$ cat src/rtl/sc_bx_pkg.sv
package sc_bx_pkg;

    // Which path the two multiplexers take for the current sample.
    typedef enum logic {
        ROUTE_LINE = 1'b0,  // line takes input, output takes line tail
        ROUTE_EXCH = 1'b1   // line recirculates, output takes input directly
    } route_e;

    // Index bit that is exchanged with bit 0 at a given stage.
    function automatic int xchg_bit(input int log2n, input int stage);
        return log2n - stage - 1;
    endfunction

    // Number of delay registers needed at a given stage.
    function automatic int line_len(input int log2n, input int stage);
        return (1 << xchg_bit(log2n, stage)) - 1;
    endfunction

endpackage

$ cat src/rtl/sc_bx_ctrl.sv
module sc_bx_ctrl
    import sc_bx_pkg::*;
#(
    parameter int K = 2,
    parameter int L = 3
) (
    input  logic   clk,
    input  logic   rst,
    input  logic   adv,
    output route_e route,
    output logic   primed
);
    localparam int CW = K + 1;
    localparam int FW = $clog2(L + 1);

    logic [CW-1:0] cnt;
    logic [FW-1:0] fill;

    always_ff @(posedge clk) begin
        if (rst) begin
            cnt  <= '0;
            fill <= '0;
        end else if (adv) begin
            cnt <= cnt + 1'b1;
            if (!primed) fill <= fill + 1'b1;
        end
    end

    assign primed = (fill == FW'(L));

    // Bypass class: index bit K set and bit 0 clear.
    assign route = (cnt[K] && !cnt[0]) ? ROUTE_EXCH : ROUTE_LINE;

    a_r4_count_hold: assert property (@(posedge clk) disable iff (rst)
        !adv |=> $stable(cnt));

    a_r3_fill_sticky: assert property (@(posedge clk) disable iff (rst)
        primed |=> primed);

    a_r6_reset_clear: assert property (@(posedge clk) disable iff (rst)
        $past(rst) |-> (cnt == '0 && !primed));

endmodule

$ cat src/rtl/sc_bx_line.sv
module sc_bx_line #(
    parameter int W = 16,
    parameter int L = 3
) (
    input  logic         clk,
    input  logic         rst,
    input  logic         en,
    input  logic [W-1:0] din,
    output logic [W-1:0] dout
);
    for (genvar i = 0; i < L; i++) begin : g_tap
        logic [W-1:0] d;
        logic [W-1:0] q;
        if (i == 0) begin : g_head
            assign d = din;
        end else begin : g_body
            assign d = g_tap[i-1].q;
        end
        always_ff @(posedge clk) begin
            if (rst)     q <= '0;
            else if (en) q <= d;
        end
    end

    assign dout = g_tap[L-1].q;

    a_r4_line_hold: assert property (@(posedge clk) disable iff (rst)
        !en |=> $stable(dout));

endmodule

$ cat src/rtl/sc_bit_exchange.sv
module sc_bit_exchange
    import sc_bx_pkg::*;
#(
    parameter int WIDTH = 16,
    parameter int LOG2N = 4,
    parameter int STAGE = 1
) (
    input  logic             clk,
    input  logic             rst,
    input  logic             in_valid,
    input  logic [WIDTH-1:0] in_data,
    output logic             out_valid,
    output logic [WIDTH-1:0] out_data
);
    localparam int K = xchg_bit(LOG2N, STAGE);
    localparam int L = line_len(LOG2N, STAGE);

    route_e           route;
    logic             primed;
    logic [WIDTH-1:0] line_in;
    logic [WIDTH-1:0] line_out;
    logic [WIDTH-1:0] sel_out;

    sc_bx_ctrl #(.K(K), .L(L)) u_ctrl (
        .clk    (clk),
        .rst    (rst),
        .adv    (in_valid),
        .route  (route),
        .primed (primed)
    );

    // Entry multiplexer: recirculate the tail on a bypass sample.
    assign line_in = (route == ROUTE_EXCH) ? line_out : in_data;

    sc_bx_line #(.W(WIDTH), .L(L)) u_line (
        .clk  (clk),
        .rst  (rst),
        .en   (in_valid),
        .din  (line_in),
        .dout (line_out)
    );

    // Exit multiplexer.
    assign sel_out = (route == ROUTE_EXCH) ? in_data : line_out;

    always_ff @(posedge clk) begin
        if (rst) begin
            out_valid <= 1'b0;
            out_data  <= '0;
        end else begin
            out_valid <= in_valid && primed;
            if (in_valid && primed) out_data <= sel_out;
        end
    end

    a_r5_bypass_next: assert property (@(posedge clk) disable iff (rst)
        (in_valid && primed && route == ROUTE_EXCH) |=> (out_data == $past(in_data)));

    a_r3_valid_source: assert property (@(posedge clk) disable iff (rst)
        out_valid |-> $past(in_valid));

    a_r4_data_hold: assert property (@(posedge clk) disable iff (rst)
        !in_valid |=> (!out_valid && $stable(out_data)));

    a_r7_no_gap: assert property (@(posedge clk) disable iff (rst)
        (in_valid && primed) |=> out_valid);

    a_r6_reset_out: assert property (@(posedge clk) disable iff (rst)
        $past(rst) |-> (!out_valid && out_data == '0));

endmodule

$ cat config.mk
export PLATFORM = sky130hd
export DESIGN_NAME = sc_bit_exchange
export DESIGN_NICKNAME = d
export VERILOG_FILES = /design/src/rtl/sc_bx_pkg.sv /design/src/rtl/sc_bx_ctrl.sv /design/src/rtl/sc_bx_line.sv /design/src/rtl/sc_bit_exchange.sv
export SDC_FILE = /design/constraint.sdc
export NUM_CORES = 1
export LEC_CHECK = 0
export BUFFER_PORTS_ARGS = -buffer_cell sky130_fd_sc_hd__buf_2
export CORE_MARGIN = 2
export CORE_UTILIZATION = 57
export CTS_CLUSTER_SIZE = 25
export DETAILED_ROUTE_END_ITERATION = 10
export PLACE_DENSITY = 0.75
export SLEW_MARGIN = 20
export SYNTH_ARGS = -nofsm -noshare
export SYNTH_HDL_FRONTEND = slang
export SYNTH_SLANG_ARGS = --single-unit
$ cat constraint.sdc
create_clock -name clk -period 1.6 [get_ports clk]
set_input_delay 0.16 -clock clk [delete_from_list [all_inputs] [get_ports clk]]
set_output_delay 0.16 -clock clk [all_outputs]
set_load 0.05 [all_outputs]
# Word level (Yosys, flattened, before mapping)

Cells that the tools add are included.

Flip-flop bits (word level): 70
Input port bits: 19
Output and inout port bits: 17
Word-level logic and storage cells: 18

Add/subtract/negate cells: 2
Equality and inequality tests: 1
Muxes and demuxes: 3
Bitwise logic cells: 1
Reductions and logical operators: 4

Operators by type and width:

| cell                  | number |
|---|---|
| $mux W16              | 2 |
| $add A3 B1 Y3 const B | 1 |
| $add A2 B1 Y2 const B | 1 |
| $eq A2 B2 Y1 const B  | 1 |
| $logic_and A1 B1 Y1   | 2 |
| $reduce_and A2 Y1     | 1 |
| $logic_not A1 Y1      | 1 |
| $mux W1               | 1 |
| $not A1 Y1            | 1 |

# Logic depth before layout (Yosys ltp)

Gate-level depths: netlist (run 1).

Word-level depth: 4
Depth in mapped cells: 6

# Modules after synthesis

A second synthesis (run 1) with hierarchy kept.

Cells, all modules: 272
Area total of the unflattened synthesis: 3009.1 µm²

Modules (own cells, without submodules):

| module          | instances | cells an instance | area each (µm²) | seq. area each (µm²) |
|---|---|---|---|---|
| sc_bx_line      | 1         | 155               | 1729.2          | 960.9 |
| sc_bit_exchange | 1         | 95                | 1038.5          | 340.3 |
| sc_bx_ctrl      | 1         | 22                | 241.5           | 100.1 |

# Least setup slack after synthesis (run 1)

No wires, ideal clock.

Path type: reg-to-reg
From: register u_ctrl.fill[0]
To: register out_data[5]
Setup time: 0.088 ns
Data arrival time: 1.121 ns
Required time: 1.512 ns
Setup slack: 0.391 ns
Cell stages (with the launch flop): 7
Clock period less this slack: 1.209 ns
Cell sequence: dfxtp_1 ha_1 and2_1 buf_6 buf_6 nor2_1 a311oi_2

Word-level cells in the longest chain between the ends: 2

Ends and longest elaborated chain:

| item                     | line                  | source |
|---|---|---|
| start: declaration       | sc_bx_ctrl.sv:17      | `logic [FW-1:0] fill;` |
| start signal: assignment | sc_bx_ctrl.sv:25      | `if (!primed) fill <= fill + 1'b1;` |
| $eq A2 B2 Y1             | sc_bx_ctrl.sv:29      | `assign primed = (fill == FW'(L));` |
| $logic_and A1 B1 Y1      | sc_bit_exchange.sv:52 | `if (in_valid && primed) out_data <= sel_out;` |
| end signal: assignment   | sc_bit_exchange.sv:52 |  |
| end: declaration         | sc_bit_exchange.sv:13 | `output logic [WIDTH-1:0] out_data` |

Every way passes these cells.
A chain may end at the register's enable or synchronous reset.

# Worst setup path after layout (run 1)

From: register u_ctrl.cnt[0]
To: register u_line.g_tap[0].q[6]

Word-level cells in the longest chain between the ends: 4

Ends and longest elaborated chain:

| item                     | line                  | source |
|---|---|---|
| start: declaration       | sc_bx_ctrl.sv:16      | `logic [CW-1:0] cnt;` |
| start signal: assignment | sc_bx_ctrl.sv:24      | `cnt <= cnt + 1'b1;` |
| $logic_not A1 Y1         | sc_bx_ctrl.sv:32      | `assign route = (cnt[K] && !cnt[0]) ? ROUTE_EXCH : ROUTE_LINE;` |
| $logic_and A1 B1 Y1      | sc_bx_ctrl.sv:32      |  |
| $mux W1                  | sc_bx_ctrl.sv:32      |  |
| $mux W16                 | sc_bit_exchange.sv:33 | `assign line_in = (route == ROUTE_EXCH) ? line_out : in_data;` |
| end signal: assignment   | sc_bx_line.sv:20      | `if (rst) q <= '0;` |
| end signal: assignment   | sc_bx_line.sv:21      | `else if (en) q <= d;` |
| end: declaration         | sc_bx_line.sv:13      | `logic [W-1:0] q;` |

Every way passes these cells.

==> metrics.md, run 1 <==
| Metric | Value |
|---|---|
| CTS sink count | 70 |
| Clk buf depth | 2 |
| Clk root buf | clkbuf_8 |
| Initial Util | 58.4% |
| CTS tree | done |
| Status | completed |
| Slew headroom | 61.4% |
| DR vias | 2093 |
| GRT overflow | 0 |
| Routability cong. | 0.703 |
| Total design power | 3710 uW |
| Flops & latches, synth | 70 |
| Die width | 76.1 um |
| Initial DRT Pass Iterations | 4 |
| Critical path launch point type | flop |
| Clock-pin slew on the worst setup and hold paths | about 0.070 ns |
| Top_reg_cell synth | dfxtp_1 |
| Final count of pins violating max slew | 0 |
| Cts hold-fix bufs | 0 |
| Die height | 76.1 um |
| Peak VDD IR | approximately 650 uV |
| Worst min path class | input pin to flop |
| Routed WL per cell | approximately 13 um |
| Power Density | 1110 nW/um^2 |
| Routed WL | 5180 um |
| Cell count after synthesis | 307 |
| Max FO, Critical Path | 32 |
| Register area share after synthesis | 47.3% |
| Site row count | 26 |
| Crit path required time | 1.86 ns |
| Number of global-route vias before repair | 2011 |
| CTS Buf Count | 9 |
| Avg Vias per Cell | 5.13 |
| Antenna Nets Post-Route | 0 |
| Post-synth EDFFs | 0 |
| Most common cell in the netlist | dfxtp_1 |
| N_diodes | 0 |
| Nets@finish | 354 |
| Min cycle time layout | 1.43 ns |
| Tightest Pin Transition | 0.580 ns |
| Die area | 5800 sq um |
| Layout Skew | 0.00423 ns |
| Kind of critical path | flop to flop |
| Port buffer count | 35 |
| H-tree depth | 3 |
| Final count of negative-setup-slack endpoints | 0 |
| Lkg Pwr | ~0.0014 uW |
| Leading area contributor after synthesis | dfxtp_1 |
| Largest net degree at the start of global routing | 71 |
| Final count of hold timing violations | 0 |
| Max Clk Rate | about 700 MHz |
| Synth cell types | 16 |
| Worst Path Arrival | 1.69 ns |
| Initial antenna violation count | 0 |
| All-Layer GR Usage | approximately a fifth |
| Post-CTS setup buffer count | 0 |
| DRC Markers | 0 |
| I/O pin count | 36 |
| Share of cells above drive strength 1 | 26.3% |
| Core area | ~5000 sq um |
| Area contributors post-synth | dfxtp_1, a311oi_2, mux2i_1 |
| First-pass GRT wire length | 9040 um |
| Leading cell types by count after synthesis | dfxtp_1, nor2_1, nand2_1, mux2i_1, a311oi_2 |
| Avg Inst Size Synth | 9.66 sq um |
| Initial DRC Count | 78 |
| Post-Syn Nets | 328 |
| RSZ-0062 raised after global routing | no |
| Setup TNS | 0 ns |
| Synth warn | 0 |
| Hpwl dp | 3130 um |
| Ys async rst share | 0% |
| Max cap viols | 0 |
| Tcrit/Tclk final | between 80 and 90% |
| Post-cts sizing count | 0 |
| Syn Std Cell Area | 2970 sq um |
| Top-area cell type share of the netlist area | 47.3% |
| Endpoint type of the worst setup path | flop |
| Area grow syn2layout | 13.2% |
| Worst skew pair latency | 0.35 ns |
[cells in the final DEF (no fill, tap or decap)]
master | synthesis | final
buf_12 | 0 | 2
a311oi_2 | 29 | 29
a311oi_1 | 3 | 3
or2b_2 | 1 | 1
nor2_1 | 69 | 69
nor2b_2 | 0 | 1
dfxtp_1 | 70 | 70
nand2_1 | 65 | 65
xor2_1 | 1 | 1
nor2b_1 | 3 | 2
and2_1 | 1 | 1
clkbuf_8 | 0 | 13
xnor2_1 | 2 | 2
buf_4 | 7 | 6
ha_1 | 2 | 2
clkinv_2 | 0 | 2
buf_2 | 7 | 34
bufinv_16 | 0 | 1
mux2i_1 | 34 | 34
[routing by layer]
metal	wire, um	global-route usage (%)	up-vias
met1	2560	24.6	971
met5	0	0	-
met3	161	5.57	8
met4	109	9.64	0
li1	-	-	1091
met2	2350	30.2	23
[power by group]
group / internal [uW] / switching [uW] / total [uW]
Clock: 885 / 633 / 1520
Sequential: 1820 / 43.3 / 1860
Combinational: 138 / 197 / 334
Total: 2840 / 873 / 3710
[worst paths after layout]
| check | slack (ns) | to | startpoint | cells past startpoint |
|---|---|---|---|---|
| worst max-delay path | 0.17 | u_line.g_tap[0].q[6]$_SDFFE_PP0P_ | u_ctrl.cnt[0]$_SDFFE_PP0P_ | 3 |
| worst min-delay path | 0.09 | out_data[10]$_SDFFE_PP0P_ | in_data[10] | 3 |
| worst max register to register | 0.17 | u_line.g_tap[0].q[6]$_SDFFE_PP0P_ | u_ctrl.cnt[0]$_SDFFE_PP0P_ | 3 |
| worst min register to register | 0.49 | u_line.dout[12]$_SDFFE_PP0P_ | u_line.g_tap[1].q[12]$_SDFFE_PP0P_ | 2 |
[cells by family (layout without fill, tap and decap cells)]
group                    Yosys count  count (layout)  synth area share, %
AND/OR/NAND/NOR                  139             139                 18.1
flip-flops                        70              70                 47.3
multiplexers                      34              34                 11.5
XOR/XNOR                           3               3                0.886
adder cells (fa/ha/maj)            2               2                0.844
AO/OA/AOI/OAI                     32              32                 15.6
buffers and inverters             27              58                 5.86
[flip-flops by register name (all words and copies together) (netlist names)]
register,cells
u_ctrl.cnt,3
u_line.g_tap.q,32
u_line.dout,16
out_valid,1
u_ctrl.fill,2
out_data,16
[final cells by class]
type                            instances  area [sq um]
Clock buffer                           13           179
Clock inverter                          3          40.0
Fill cell                             422          1720
Multi-Input combinational cell        210          1390
Sequential cell                        70          1400
Tap cell                               70          87.6
Timing Repair Buffer                   42           255
[per-stage QoR]
step	instances	instance area, sq um	hold WS (ns)	setup WS (ns)	util [%]
floorplan	307	2970	0.322	0.391	-
global placement	392	3140	0.443	0.240	61.8
detailed placement	392	3140	0.445	0.191	61.8
CTS	408	3360	0.0734	0.175	66.1
global route	408	3360	0.114	0.0242	66.1
finish	408	3360	0.0875	0.170	66.1
[worst max-delay path, cell delays in order (launching register included)]
cell,delay [ns]
dfxtp_1,0.40
or2b_2,0.52
nand2_1,0.15
a311oi_2,0.28
Note: power is estimated with default switching activity, not from simulation.
==> inputs of run 2 (changes only) <==
--- a/config.mk
+++ b/config.mk
@@ -6,11 +6,14 @@
 export NUM_CORES = 1
 export LEC_CHECK = 0
 export BUFFER_PORTS_ARGS = -buffer_cell sky130_fd_sc_hd__buf_2
+export CORE_ASPECT_RATIO = 2
 export CORE_MARGIN = 2
 export CORE_UTILIZATION = 57
 export CTS_CLUSTER_SIZE = 25
 export DETAILED_ROUTE_END_ITERATION = 10
 export PLACE_DENSITY = 0.75
+export SETUP_SLACK_MARGIN = 0.05
+export SKIP_LAST_GASP = 1
 export SLEW_MARGIN = 20
 export SYNTH_ARGS = -nofsm -noshare
 export SYNTH_HDL_FRONTEND = slang
==> run 2 against run 1 <==
First-iteration DRC count shrank 55%; utilization fell by 0.89 points; clock power decreased by 14%; critical path depth rose by 2; clock skew increased by 0.0044 ns; cell count decreased by 2.5%; critical endpoint is now out_data[13]$_SDFFE_PP0P_; setup slack better by 0.063 ns; total power shrank 5.8%; clock-buffer cell count is 1 lower; non-clock buffer count up 2; sequential share of layout area rose by 0.42 points; largest cell class unchanged; flip-flop and latch count stayed put.
==> metrics.md, run 2 (synthesis results as in run 1) <==
| Metric | Value |
|---|---|
| Post-cts sizing count | 0 |
| GRT overflow | 0 |
| Site row count | 37 |
| Placed cell area | between 3000 and 4000 sq um |
| Total design power | 3500 uW |
| Final WS setup | 0.234 ns |
| Final count of hold timing violations | 0 |
| Min cycle time layout | 1.37 ns |
| Hpwl dp | 3540 um |
| Critical path launch point type | flop |
| I/O pin count | 36 |
| Crit path required time | 1.85 ns |
| Kind of critical path | flop to flop |
| Worst skew pair latency | 0.34 ns |
| Core area | just over 5000 sq um |
| DRC Markers | 0 |
| Die width | 55 um |
| Slowest cell on crit path | dfxtp_1 |
| Most flops, register | u_line.g_tap.q |
| Initial antenna violation count | 0 |
| Hold depth | 3 |
| Most frequent cells in the layout | dfxtp_1, nor2_1, nand2_1, mux2i_1, buf_2 |
| Fin area | 3320 sq um |
| Share of cells above drive strength 1 | 26.8% |
| Clock-pin slew on the worst setup and hold paths | 0.08 ns |
| Worst path max stage delay | 0.35 ns |
| Routability cong. | 0.699 |
| Max Clk Rate | 732 MHz |
| Peak VDD IR | 897 uV |
| CTS sink count | 70 |
| RSZ-0062 raised after global routing | no |
| Reg2Reg Depth | 5 |
| Worst Path Arrival | 1.62 ns |
| Layout Skew | 0.00864 ns |
| N_diodes | 0 |
| Tightest Pin Transition | 0.361 ns |
| Die area | 5830 sq um |
| Setup TNS | 0 ns |
| Post-CTS setup buffer count | 0 |
| Largest net degree at the start of global routing | a little over 70 |
| Max FO, Critical Path | 21 |
| Worst min path class | input pin to flop |
| Most common cell after layout, fill and taps aside | dfxtp_1 |
| Endpoint type of the worst setup path | flop |
| CP Cell Sequence | ha_1 -> and2_1 -> buf_4 -> nor2_1 -> a311oi_2 |
| Status | completed |
| CTS tree | done |
| Routed WL | 5360 um |
| Die height | 106 um |
| First-pass GRT wire length | 9140 um |
| All-Layer GR Usage | 21.6% |
| R2r setup slk | 0.23 ns |
| Worst-case hold slack | 0.0960 ns |
| H-tree depth | 3 |
| Final count of pins violating max slew | 0 |
| Final count of negative-setup-slack endpoints | 0 |
| Max reg flops | 32 |
| Avg Vias per Cell | 5.35 |
| Cts hold-fix bufs | 0 |
| Tcrit/Tclk final | 85.4% |
| Lkg Pwr | ~0.0014 uW |
| Antenna Nets Post-Route | 0 |
| Routed WL per cell | 13.5 um |
| Initial DRC Count | 35 |
| Max cap viols | 0 |
| Clk buf depth | 2 |
| Port buffer count | 35 |
| Nets@finish | 356 |
| Clk root buf | clkbuf_8 |
| Slew headroom | 75.9% |
| Initial DRT Pass Iterations | 4 |
| Number of global-route vias before repair | 2118 |
| Initial Util | between 50% and 60% |
| DR vias | 2130 |
| Post-Place Worst Slack | 0.250 ns |
| Area grow syn2layout | 12.0% |
| Power Density | 1050 nW/um^2 |
| CTS Buf Count | 9 |
-- run 2: worst max-delay path: cells and delay by family, from the launching register on --
| family | cells | cell delay, ns |
|---|---|---|
| simple gates | 2 | 0.23 |
| fa+ha+maj | 1 | 0.16 |
| buf+inv | 1 | 0.27 |
| compound gates | 1 | 0.24 |
| flops | 1 | 0.35 |
-- run 2: final cells by class --
class,instances,area [sq um]
timing repair buffer,44,270
tap,58,72.6
sequential,70,1400
clock buffer,12,165
fill,459,1770
multi-input combinational,210,1390
clock inverter,4,20.0
-- run 2: path summary, 6_finish.rpt --
check | startpoint | endpoint
setup / recovery | u_ctrl.fill[0]$_SDFFE_PP0P_ | out_data[13]$_SDFFE_PP0P_
hold reg to reg | u_line.g_tap[1].q[8]$_SDFFE_PP0P_ | u_line.g_tap[1].q[8]$_SDFFE_PP0P_
setup reg to reg | u_ctrl.fill[0]$_SDFFE_PP0P_ | out_data[13]$_SDFFE_PP0P_
hold / removal | in_data[8] | out_data[8]$_SDFFE_PP0P_
-- run 2: stage by stage --
| stage | utilization [%] | std cells |
|---|---|---|
| after floorplan | - | 307 |
| after CTS | 65.2 | 398 |
| after global routing | 65.2 | 398 |
| final | 65.2 | 398 |
| after global placement | 61.6 | 382 |
| after detailed placement | 61.6 | 382 |
-- run 2: power by group --
part           total (uW)  leakage, uW  switching, uW  internal [uW]
clock network        1300     0.000102            625            679
registers            1860     0.000571           42.6           1820
logic                 335     0.000687            198            137
-- run 2: layer usage --
| layer | track usage [%] | share of wire (%) |
|---|---|---|
| met3 | 4.63 | 2.9 |
| met2 | 36.5 | 53 |
| met1 | 23.0 | 42 |
| met5 | 0 | 0 |
| met4 | 12.5 | 2.4 |
